<file path="src/rtl/pcs_pkg.sv">
package pcs_pkg;

    typedef enum logic [2:0] {
        PCOP_HOLD = 3'd0,
        PCOP_INC  = 3'd1,
        PCOP_JUMP = 3'd2,
        PCOP_CALL = 3'd3,
        PCOP_RET  = 3'd4,
        PCOP_LDLO = 3'd5,
        PCOP_ADDA = 3'd6,
        PCOP_RSVD = 3'd7
    } pc_op_e;

    // decoded request set, resolved by priority in the next-address logic
    typedef struct packed {
        logic ret;
        logic call;
        logic jump;
        logic ldlo;
        logic adda;
        logic inc;
    } pc_req_t;

endpackage

</file>
<file path="src/rtl/pcs_next.sv">
module pcs_next
    import pcs_pkg::*;
#(
    parameter int PC_W  = 15,
    parameter int ACC_W = 8
) (
    input  pc_op_e             op,
    input  logic [PC_W-1:0]    pc,
    input  logic [ACC_W-1:0]   acc,
    input  logic [PC_W-1:0]    target,
    input  logic [PC_W-1:0]    pop_data,
    output logic [PC_W-1:0]    pc_nxt,
    output logic               push,
    output logic               pop,
    output logic [PC_W-1:0]    push_data
);

    localparam int HI_W = PC_W - ACC_W;

    pc_req_t         req;
    logic [PC_W-1:0] pc_plus1;
    logic [PC_W-1:0] pc_plus_acc;
    logic [PC_W-1:0] pc_lo_load;

    always_comb begin
        req      = '0;
        req.ret  = (op == PCOP_RET);
        req.call = (op == PCOP_CALL);
        req.jump = (op == PCOP_JUMP);
        req.ldlo = (op == PCOP_LDLO);
        req.adda = (op == PCOP_ADDA);
        req.inc  = (op == PCOP_INC);
    end

    always_comb begin
        pc_plus1    = pc + PC_W'(1);
        pc_plus_acc = pc + PC_W'(acc);
        pc_lo_load  = {pc[PC_W-1 -: HI_W], acc};
    end

    // priority: return, then call/jump, then register writes, then step
    always_comb begin
        pc_nxt    = pc;
        push      = 1'b0;
        pop       = 1'b0;
        push_data = pc_plus1;
        if (req.ret) begin
            pop    = 1'b1;
            pc_nxt = pop_data;
        end else if (req.call) begin
            push   = 1'b1;
            pc_nxt = target;
        end else if (req.jump) begin
            pc_nxt = target;
        end else if (req.ldlo) begin
            pc_nxt = pc_lo_load;
        end else if (req.adda) begin
            pc_nxt = pc_plus_acc;
        end else if (req.inc) begin
            pc_nxt = pc_plus1;
        end
    end

    always_comb begin
        assert ($onehot0(req))
            else $error("p_onehot_req_r2: more than one request decoded");
        assert (!(push && pop))
            else $error("p_no_push_pop_r6: push and pop together");
    end

endmodule

</file>
<file path="src/rtl/pcs_stack.sv">
module pcs_stack #(
    parameter int PC_W  = 15,
    parameter int DEPTH = 8
) (
    input  logic             clk,
    input  logic             rst_n,
    input  logic             push,
    input  logic             pop,
    input  logic [PC_W-1:0]  push_data,
    output logic [PC_W-1:0]  pop_data,
    output logic             full,
    output logic             empty,
    output logic             ovf,
    output logic             unf
);

    localparam int PTR_W = (DEPTH > 1) ? $clog2(DEPTH) : 1;
    localparam int CNT_W = $clog2(DEPTH + 1);
    localparam logic [PTR_W-1:0] PTR_LAST = PTR_W'(DEPTH - 1);
    localparam logic [CNT_W-1:0] CNT_MAX  = CNT_W'(DEPTH);

    typedef struct packed {
        logic [DEPTH-1:0][PC_W-1:0] mem;
        logic [PTR_W-1:0]           top;
        logic [CNT_W-1:0]           cnt;
    } stk_t;

    stk_t             st_d, st_q;
    logic [PTR_W-1:0] top_inc;
    logic [PTR_W-1:0] top_dec;

    always_comb begin
        top_inc = (st_q.top == PTR_LAST) ? '0 : st_q.top + PTR_W'(1);
        top_dec = (st_q.top == '0) ? PTR_LAST : st_q.top - PTR_W'(1);
    end

    always_comb begin
        full     = (st_q.cnt == CNT_MAX);
        empty    = (st_q.cnt == '0);
        ovf      = push && full;
        unf      = pop && empty;
        pop_data = empty ? '0 : st_q.mem[top_dec];
    end

    always_comb begin
        st_d = st_q;
        if (push) begin
            // on a full stack the write slot holds the oldest entry
            st_d.mem[st_q.top] = push_data;
            st_d.top           = top_inc;
            if (!full) st_d.cnt = st_q.cnt + CNT_W'(1);
        end else if (pop && !empty) begin
            st_d.top = top_dec;
            st_d.cnt = st_q.cnt - CNT_W'(1);
        end
    end

    always_ff @(posedge clk or negedge rst_n) begin
        if (!rst_n) st_q <= '0;
        else        st_q <= st_d;
    end

    p_flags_excl_r9: assert property (@(posedge clk) disable iff (!rst_n)
        !(full && empty));

    p_push_count_r9: assert property (@(posedge clk) disable iff (!rst_n)
        (push && !full) |=> (st_q.cnt == $past(st_q.cnt) + CNT_W'(1)));

    p_ovf_stays_full_r10: assert property (@(posedge clk) disable iff (!rst_n)
        ovf |=> full);

    p_unf_stays_empty_r11: assert property (@(posedge clk) disable iff (!rst_n)
        unf |=> empty);

    p_pop_count_r6: assert property (@(posedge clk) disable iff (!rst_n)
        (pop && !empty) |=> (st_q.cnt == $past(st_q.cnt) - CNT_W'(1)));

endmodule

</file>
<file path="src/rtl/pc_seq_unit.sv">
module pc_seq_unit
    import pcs_pkg::*;
#(
    parameter int PC_W      = 15,
    parameter int ACC_W     = 8,
    parameter int STK_DEPTH = 8
) (
    input  logic              clk,
    input  logic              rst_n,
    input  logic [2:0]        op_i,
    input  logic [ACC_W-1:0]  acc_i,
    input  logic [PC_W-1:0]   target_i,
    output logic [PC_W-1:0]   pc_o,
    output logic              stk_full_o,
    output logic              stk_empty_o,
    output logic              stk_ovf_o,
    output logic              stk_unf_o
);

    typedef struct packed {
        logic [PC_W-1:0] pc;
    } pcs_state_t;

    pcs_state_t      s_d, s_q;
    pc_op_e          op;
    logic [PC_W-1:0] pc_nxt;
    logic [PC_W-1:0] pop_data;
    logic [PC_W-1:0] push_data;
    logic            push;
    logic            pop;

    assign op = pc_op_e'(op_i);

    pcs_next #(
        .PC_W  (PC_W),
        .ACC_W (ACC_W)
    ) u_next (
        .op        (op),
        .pc        (s_q.pc),
        .acc       (acc_i),
        .target    (target_i),
        .pop_data  (pop_data),
        .pc_nxt    (pc_nxt),
        .push      (push),
        .pop       (pop),
        .push_data (push_data)
    );

    pcs_stack #(
        .PC_W  (PC_W),
        .DEPTH (STK_DEPTH)
    ) u_stack (
        .clk       (clk),
        .rst_n     (rst_n),
        .push      (push),
        .pop       (pop),
        .push_data (push_data),
        .pop_data  (pop_data),
        .full      (stk_full_o),
        .empty     (stk_empty_o),
        .ovf       (stk_ovf_o),
        .unf       (stk_unf_o)
    );

    always_comb begin
        s_d    = s_q;
        s_d.pc = pc_nxt;
    end

    always_ff @(posedge clk or negedge rst_n) begin
        if (!rst_n) s_q <= '0;
        else        s_q <= s_d;
    end

    assign pc_o = s_q.pc;

    p_hold_r2: assert property (@(posedge clk) disable iff (!rst_n)
        (op_i == 3'd0 || op_i == 3'd7) |=> (pc_o == $past(pc_o)));

    p_step_r3: assert property (@(posedge clk) disable iff (!rst_n)
        (op_i == 3'd1) |=> (pc_o == PC_W'($past(pc_o) + PC_W'(1))));

    p_jump_r4: assert property (@(posedge clk) disable iff (!rst_n)
        (op_i == 3'd2) |=> (pc_o == $past(target_i)));

    p_call_r5: assert property (@(posedge clk) disable iff (!rst_n)
        (op_i == 3'd3) |=> (pc_o == $past(target_i) && !stk_empty_o));

    p_ldlo_r7: assert property (@(posedge clk) disable iff (!rst_n)
        (op_i == 3'd5) |=> (pc_o[ACC_W-1:0] == $past(acc_i) &&
                            pc_o[PC_W-1:ACC_W] == $past(pc_o[PC_W-1:ACC_W])));

    p_unf_zero_r11: assert property (@(posedge clk) disable iff (!rst_n)
        stk_unf_o |=> (pc_o == '0));

endmodule

</file>
<file path="config.mk">
export PLATFORM = sky130hd
export DESIGN_NAME = pc_seq_unit
export DESIGN_NICKNAME = d
export VERILOG_FILES = /design/src/rtl/pcs_pkg.sv /design/src/rtl/pcs_next.sv /design/src/rtl/pcs_stack.sv /design/src/rtl/pc_seq_unit.sv
export SDC_FILE = /design/constraint.sdc
export NUM_CORES = 1
export LEC_CHECK = 0
export BUFFER_PORTS_ARGS = -buffer_cell sky130_fd_sc_hd__buf_2
export CAP_MARGIN = 40
export CORE_UTILIZATION = 60
export CTS_CLUSTER_SIZE = 14
export DETAILED_ROUTE_END_ITERATION = 12
export MAX_ROUTING_LAYER = met4
export PLACE_DENSITY = 0.79
export SYNTH_ARGS = -nofsm -noshare
export SYNTH_HDL_FRONTEND = slang
export SYNTH_HIERARCHICAL = 1
export SYNTH_SLANG_ARGS = --single-unit
</file>
<file path="constraint.sdc">
create_clock -name clk -period 2.9 [get_ports clk]
set_input_delay 0.145 -clock clk [delete_from_list [all_inputs] [get_ports clk]]
set_output_delay 0.145 -clock clk [all_outputs]
set_load 0.05 [all_outputs]
</file>
# ---- Yosys cells after proc, flatten, opt, wreduce, memory -nomap -nowiden
# Cells that the tools add are included.
dict set report op_classes {
  n_eq_ne 10
  addsub 6
  magnitude_cmp 3
  n_reduce_logical 12
  muxes 20
}
# op n
set ops {}
lappend ops {{2-to-1 mux 15 bit} 9}
lappend ops {{bitwise mux 120 bit} 1}
lappend ops {{binary-select mux 15 bit (select 3 bit)} 1}
lappend ops {{demux 15 bit (select 3 bit)} 1}
lappend ops {{adder 15 x 1 -> 15 bit (second input constant)} 1}
lappend ops {{adder 15 x 8 -> 15 bit} 1}
lappend ops {{2-to-1 mux 7 bit} 2}
lappend ops {{equality test 3 bit (second input constant)} 4}
lappend ops {{< comparator 3 x 4 -> 1 bit (second input constant)} 2}
lappend ops {{equality test 3 x 2 -> 1 bit (second input constant)} 2}
lappend ops {{2-to-1 mux 3 bit} 2}
lappend ops {{nonzero test 6 bit} 1}
lappend ops {{nonzero test 5 bit} 1}
lappend ops {{adder 4 x 1 -> 4 bit (second input constant)} 1}
lappend ops {{equality test 4 bit (second input constant)} 1}
lappend ops {{logical AND 1 bit} 4}
lappend ops {{zero test 4 bit} 1}
lappend ops {{2-to-1 mux 4 bit} 1}
lappend ops {{inequality test 4 x 1 -> 1 bit (second input constant)} 1}
lappend ops {{AND reduction 2 bit} 2}
lappend ops {{subtractor 4 x 1 -> 4 bit (second input constant)} 1}
lappend ops {{adder 3 x 1 -> 3 bit (second input constant)} 1}
lappend ops {{equality test 3 x 1 -> 1 bit (second input constant)} 1}
lappend ops {{greater-or-equal comparator 3 x 1 -> 1 bit (second input constant)} 1}
lappend ops {{other kinds (6)} 8}
dict set report word_totals {
  regBits 142
}

# ---- Depth between registers and ports, before layout
dict set report logic_depth {
  depth_word 7
  ltp_mapped 12
}

# ---- Hierarchy
# Netlist, hierarchy kept.
# mod instances cells_each area_each_um2
set by_module_without_submodules {}
lappend by_module_without_submodules {pcs_stack 1 397 6049.6}
lappend by_module_without_submodules {pcs_next 1 271 1717.9}
lappend by_module_without_submodules {pc_seq_unit 1 15 375.4}

# ---- Worst setup path after synthesis
# Ideal clock, no wire load.
dict set report synth_timing {
  path_kind {register to register}
  startpoint {reg u_stack/st_q[0] in the netlist's numbering}
  endpoint {reg u_stack/st_q[1] in the netlist's numbering}
  t_arrival_ns 3.107
  period_less_slack_ns 3.232
  stages_incl_launch_ff 5
  slack_ns -0.332
  n_path_buf 1
  cell_sequence {dfrtp_1 -> clkbuf_1 -> nor4b_1 -> mux2i_1 -> mux2_2}
}
dict set report synth_via {
  elab_cells_between_ends 12
  classes_between {add/sub (2); eq/ne (2); mux (3); reduce/logical (5)}
}
# item line_no
set synth_rtl {}
lappend synth_rtl {{start: declaration} pcs_stack.sv:28} ;# stk_t st_d, st_q;
lappend synth_rtl {{start signal: assignment} pcs_stack.sv:60} ;# else st_q <= st_d;
lappend synth_rtl {{equality test 4 bit} pcs_stack.sv:38} ;# full = (st_q.cnt == CNT_MAX);
lappend synth_rtl {{named net stk_full_o} pc_seq_unit.sv:14} ;# output logic stk_full_o,
lappend synth_rtl {{inequality test 2 bit (no line)} n/a}
lappend synth_rtl {{AND reduction 2 bit (no line)} n/a}
# The timed path passes the listed nets, and every way through them passes these cells. The select of a mux whose other input is x is not followed.
# A chain may end at the register's enable or synchronous reset.

# ---- Worst setup path after layout
dict set report layout_timing {
  startpoint {reg s_q, in the netlist pc_o[1]}
  endpoint {reg u_stack/st_q[81] in the netlist's numbering}
}
dict set report layout_via {
  elab_chain_cells 2
}
# item line_no
set layout_rtl {}
lappend layout_rtl {{start: declaration} pc_seq_unit.sv:24} ;# pcs_state_t s_d, s_q;
lappend layout_rtl {{start signal: assignment} pc_seq_unit.sv:71} ;# if (!rst_n) s_q <= '0;
lappend layout_rtl {{start signal: assignment} pc_seq_unit.sv:72} ;# else s_q <= s_d;
lappend layout_rtl {{adder 15 x 1 -> 15 bit} pcs_next.sv:36} ;# pc_plus1 = pc + PC_W'(1);
lappend layout_rtl {{named net push_data[14]} pc_seq_unit.sv:28} ;# logic [PC_W-1:0] push_data;
lappend layout_rtl {{bitwise mux 120 bit} pcs_stack.sv:49} ;# st_d.mem[st_q.top] = push_data;
# The timed path passes the listed nets, and every way through them passes these cells.

==> flow_summary.ini <==
[run_status]
status = complete, no violations

[floorplan]
rows = 42
die_x_um = 118
core-area_um2 = 13200
start_util_pct = 61.5
die_h_um = 118
die_area_um2 = 14000
ios = 47

[clocking]
cts-resized-gates = 0
cts_hold_buffers = 3
cts_setup_buffers = 0
worstSkewPairLatency_ns = 0.42
cts-root-buf = clkbuf_16
clockBufferDepth = 2
cts.reportedPaths.clkPinSlew_ns = 0.06
cts_tree = done
cts_buffers = 17
cts_max_level = 4
cts.sinks = 142

[power_and_ir_drop]
p_per_area_nw_per_um2 = 1090
irDropWorstVdd_v = 0.000524
p_leak_nw = 4.18

[sta]
final_hold_viol_count = 0
layout_min_cycle_time_ns = 2.54
period_share_pct = 87.5
worstMarginPinSlew_ns = 0.820
setup_violations = 0
hold_slack_ns = 0.0159
slew_violations = 0
fin_skew_ns = 0.00796
maxSlewHeadroom_pct = 45.3
fmax_mhz = 394
rsz0062_at_grt = false
tns_ns = 0

[critical_path]
endpoint = u_stack/st_q[81]
r2r-end = u_stack/st_q[81]
cp_num_buf_inv = 0
cp.arrival_ns = 2.90
reg2reg_slack_ns = 0.36
reg2regPathDepth = 6
r2r-start = pc_o[1]
critical_path_required_ns = 3.26
crit_start = pc_o[1]
path_cells = ha_1 -> and4_2 -> nand3_1 -> nor3_1 -> xor2_1 -> mux2_2
worstPathMaxFanout = 9
endpoint_kind = flop
critPathSlowestCell = dfrtp_1
startpoint_type = flop
crit_type = reg -> reg
critical_path.top_delay_family = simple AND/OR/NAND/NOR gates
slowest_delay_ns = 0.51
cp.depth = 6

[route]
firstDrtPassIters = 5
drtIter0Drc = 595
wl_um = 21000
routedWlPerCell_um = 22.8
ant_nets = 0
num_vias = 6098
drcViolationCount = 0
vias_per_cell = 6.63

[placed_design]
place_hpwl_um = 13900
gp_congestion = 0.949
place_inst = 885
port_buffers = 46

[final_layout]
syn2layout_area_growth_pct = 13.8
nFillCells = 922
final_cells = 920
layout.nets = 775
multi_input_area_um2 = 4300
regArea_um2 = 3550
diodes = 0
drive_gt1_share_pct = 37.4

[yosys]
yosysWarningCount = 6
ys_ff_latch = 142
synth_nets = 727
mappedNetlistArea_um2 = 8140
synthDistinctLibCells = 75
synth_edf_count = 0
synthFlopType = dfrtp_1
synthArstFlopShare_pct = 100
avgSynthCellArea_um2 = 11.9
synthCells = 683
yosysSeqAreaShare_pct = 43.6

[grt]
track_usage_pct = 32.9
grt_pass1_wl_um = 34000
grt_pass1_vias = 6359
overflow = 0
antenna_found_initial = 0
grt_max_degree = 61

[flow_run]
cap_violations = 0

[worst_hold_path]
hp-class = in -> reg
per-layer routing:
metal | vias up | global-route usage, % | share of wire [%]
met5 | - | - | 0
met4 | 0 | 14.7 | 3.1
met1 | 3105 | 40.4 | 40
met3 | 53 | 5.60 | 6.3
li1 | 2642 | - | -
met2 | 298 | 53.8 | 51
synth_stat cells (8+ instances only):
cell type  number  area (µm²)
ha_1           14         175
buf_2          16        80.1
mux2_4         10         150
mux4_2         31         698
nand3_1        27         135
nor2_1         29         109
mux2i_1         8        80.1
inv_1          12        45.0
dfrtp_1       142        3550
nand2_1        34         128
xor2_1         11        96.3
o21ai_0        28         140
xnor2_1        15         131
a21oi_1        40         200
nand4_1         8        50.1
mux2_2        112        1260
nand2b_1       10        62.6
clkbuf_1       15        56.3
worst register-to-register path, delay by kind of cell (launching register included):
kind | cells | cell delay (ns)
AND/OR/NAND/NOR | 3 | 0.84
XOR/XNOR | 1 | 0.49
multiplexers | 1 | 0.27
flip-flops | 1 | 0.51
adder cells (fa/ha/maj) | 1 | 0.36
placed cells by master (no fill, tap or decap), types with 4 or more instances in the layout:
cell and n:
and2_1 6, o2111ai_1 4, mux2_2 112, dfrtp_1 141, a21o_1 6, a211oi_1 5
a21oi_1 40, buf_4 21, o221ai_1 5, nand2_1 34, inv_1 12, ha_1 14
mux2i_1 8, nor2_1 29, clkbuf_16 17, xor2_1 11, a31oi_1 6, buf_12 4
mux4_2 31, o21ai_0 28, o22ai_1 5, nand2b_1 10, nand3_1 27, buf_2 45
nand4_1 8, xnor2_1 15, mux2_4 10, nor3_1 5
flip-flops by register name (all words and copies together), names as in the netlist:
register and flops:
u_stack/st_q 127, pc_o 15
through the flow:
| stage | total power, mW | instance area [µm²] | worst slack [ns] | utilization (%) |
|---|---|---|---|---|
| after global routing | 10.6 | 9260 | 0.187 | 69.9 |
| after CTS | 10.1 | 9260 | 0.370 | 69.9 |
| final | 10.1 | 9260 | 0.364 | 69.9 |
| after floorplan | 6.50 | 8150 | 0.401 | - |
| after detailed placement | 7.71 | 8610 | 0.402 | 65.0 |
| after global placement | 7.48 | 8610 | 0.444 | 65.0 |
cell type report:
class | count | share of cell area (%)
clock buffer | 21 | 5.08
clock inverter | 11 | 1.66
multi-input combinational | 480 | 46.4
timing repair buffer | 74 | 5.44
inverter | 16 | 0.675
tap | 176 | 2.38
sequential | 142 | 38.4
worst min-delay path by stage:
| stage | from | to | cells past startpoint |
|---|---|---|---|
| after detailed placement | rst_n | u_stack/st_q[3] | 1 |
| after floorplan | rst_n | pc_o[0] | 0 |
| after global placement | rst_n | u_stack/st_q[0] | 1 |
| after CTS | target_i[14] | pc_o[14] | 3 |
| after global routing | target_i[14] | pc_o[14] | 3 |
| final | target_i[14] | pc_o[14] | 3 |
power breakdown:
part / internal [mW] / switching, mW / total, mW
clock: 1.43 / 0.847 / 2.28
sequential: 2.79 / 0.665 / 3.46
combinational: 2.09 / 2.28 / 4.37
cells by family after synthesis:
family	after synthesis	share of synthesized area, %
mux	161	26.9
simple gates	146	9.91
flops	142	43.6
compound gates	131	10.4
buf+inv	61	3.67
xor+xnor	26	2.80
fa+ha+maj	16	2.64
No activity file was read; power rests on OpenSTA's default activity.
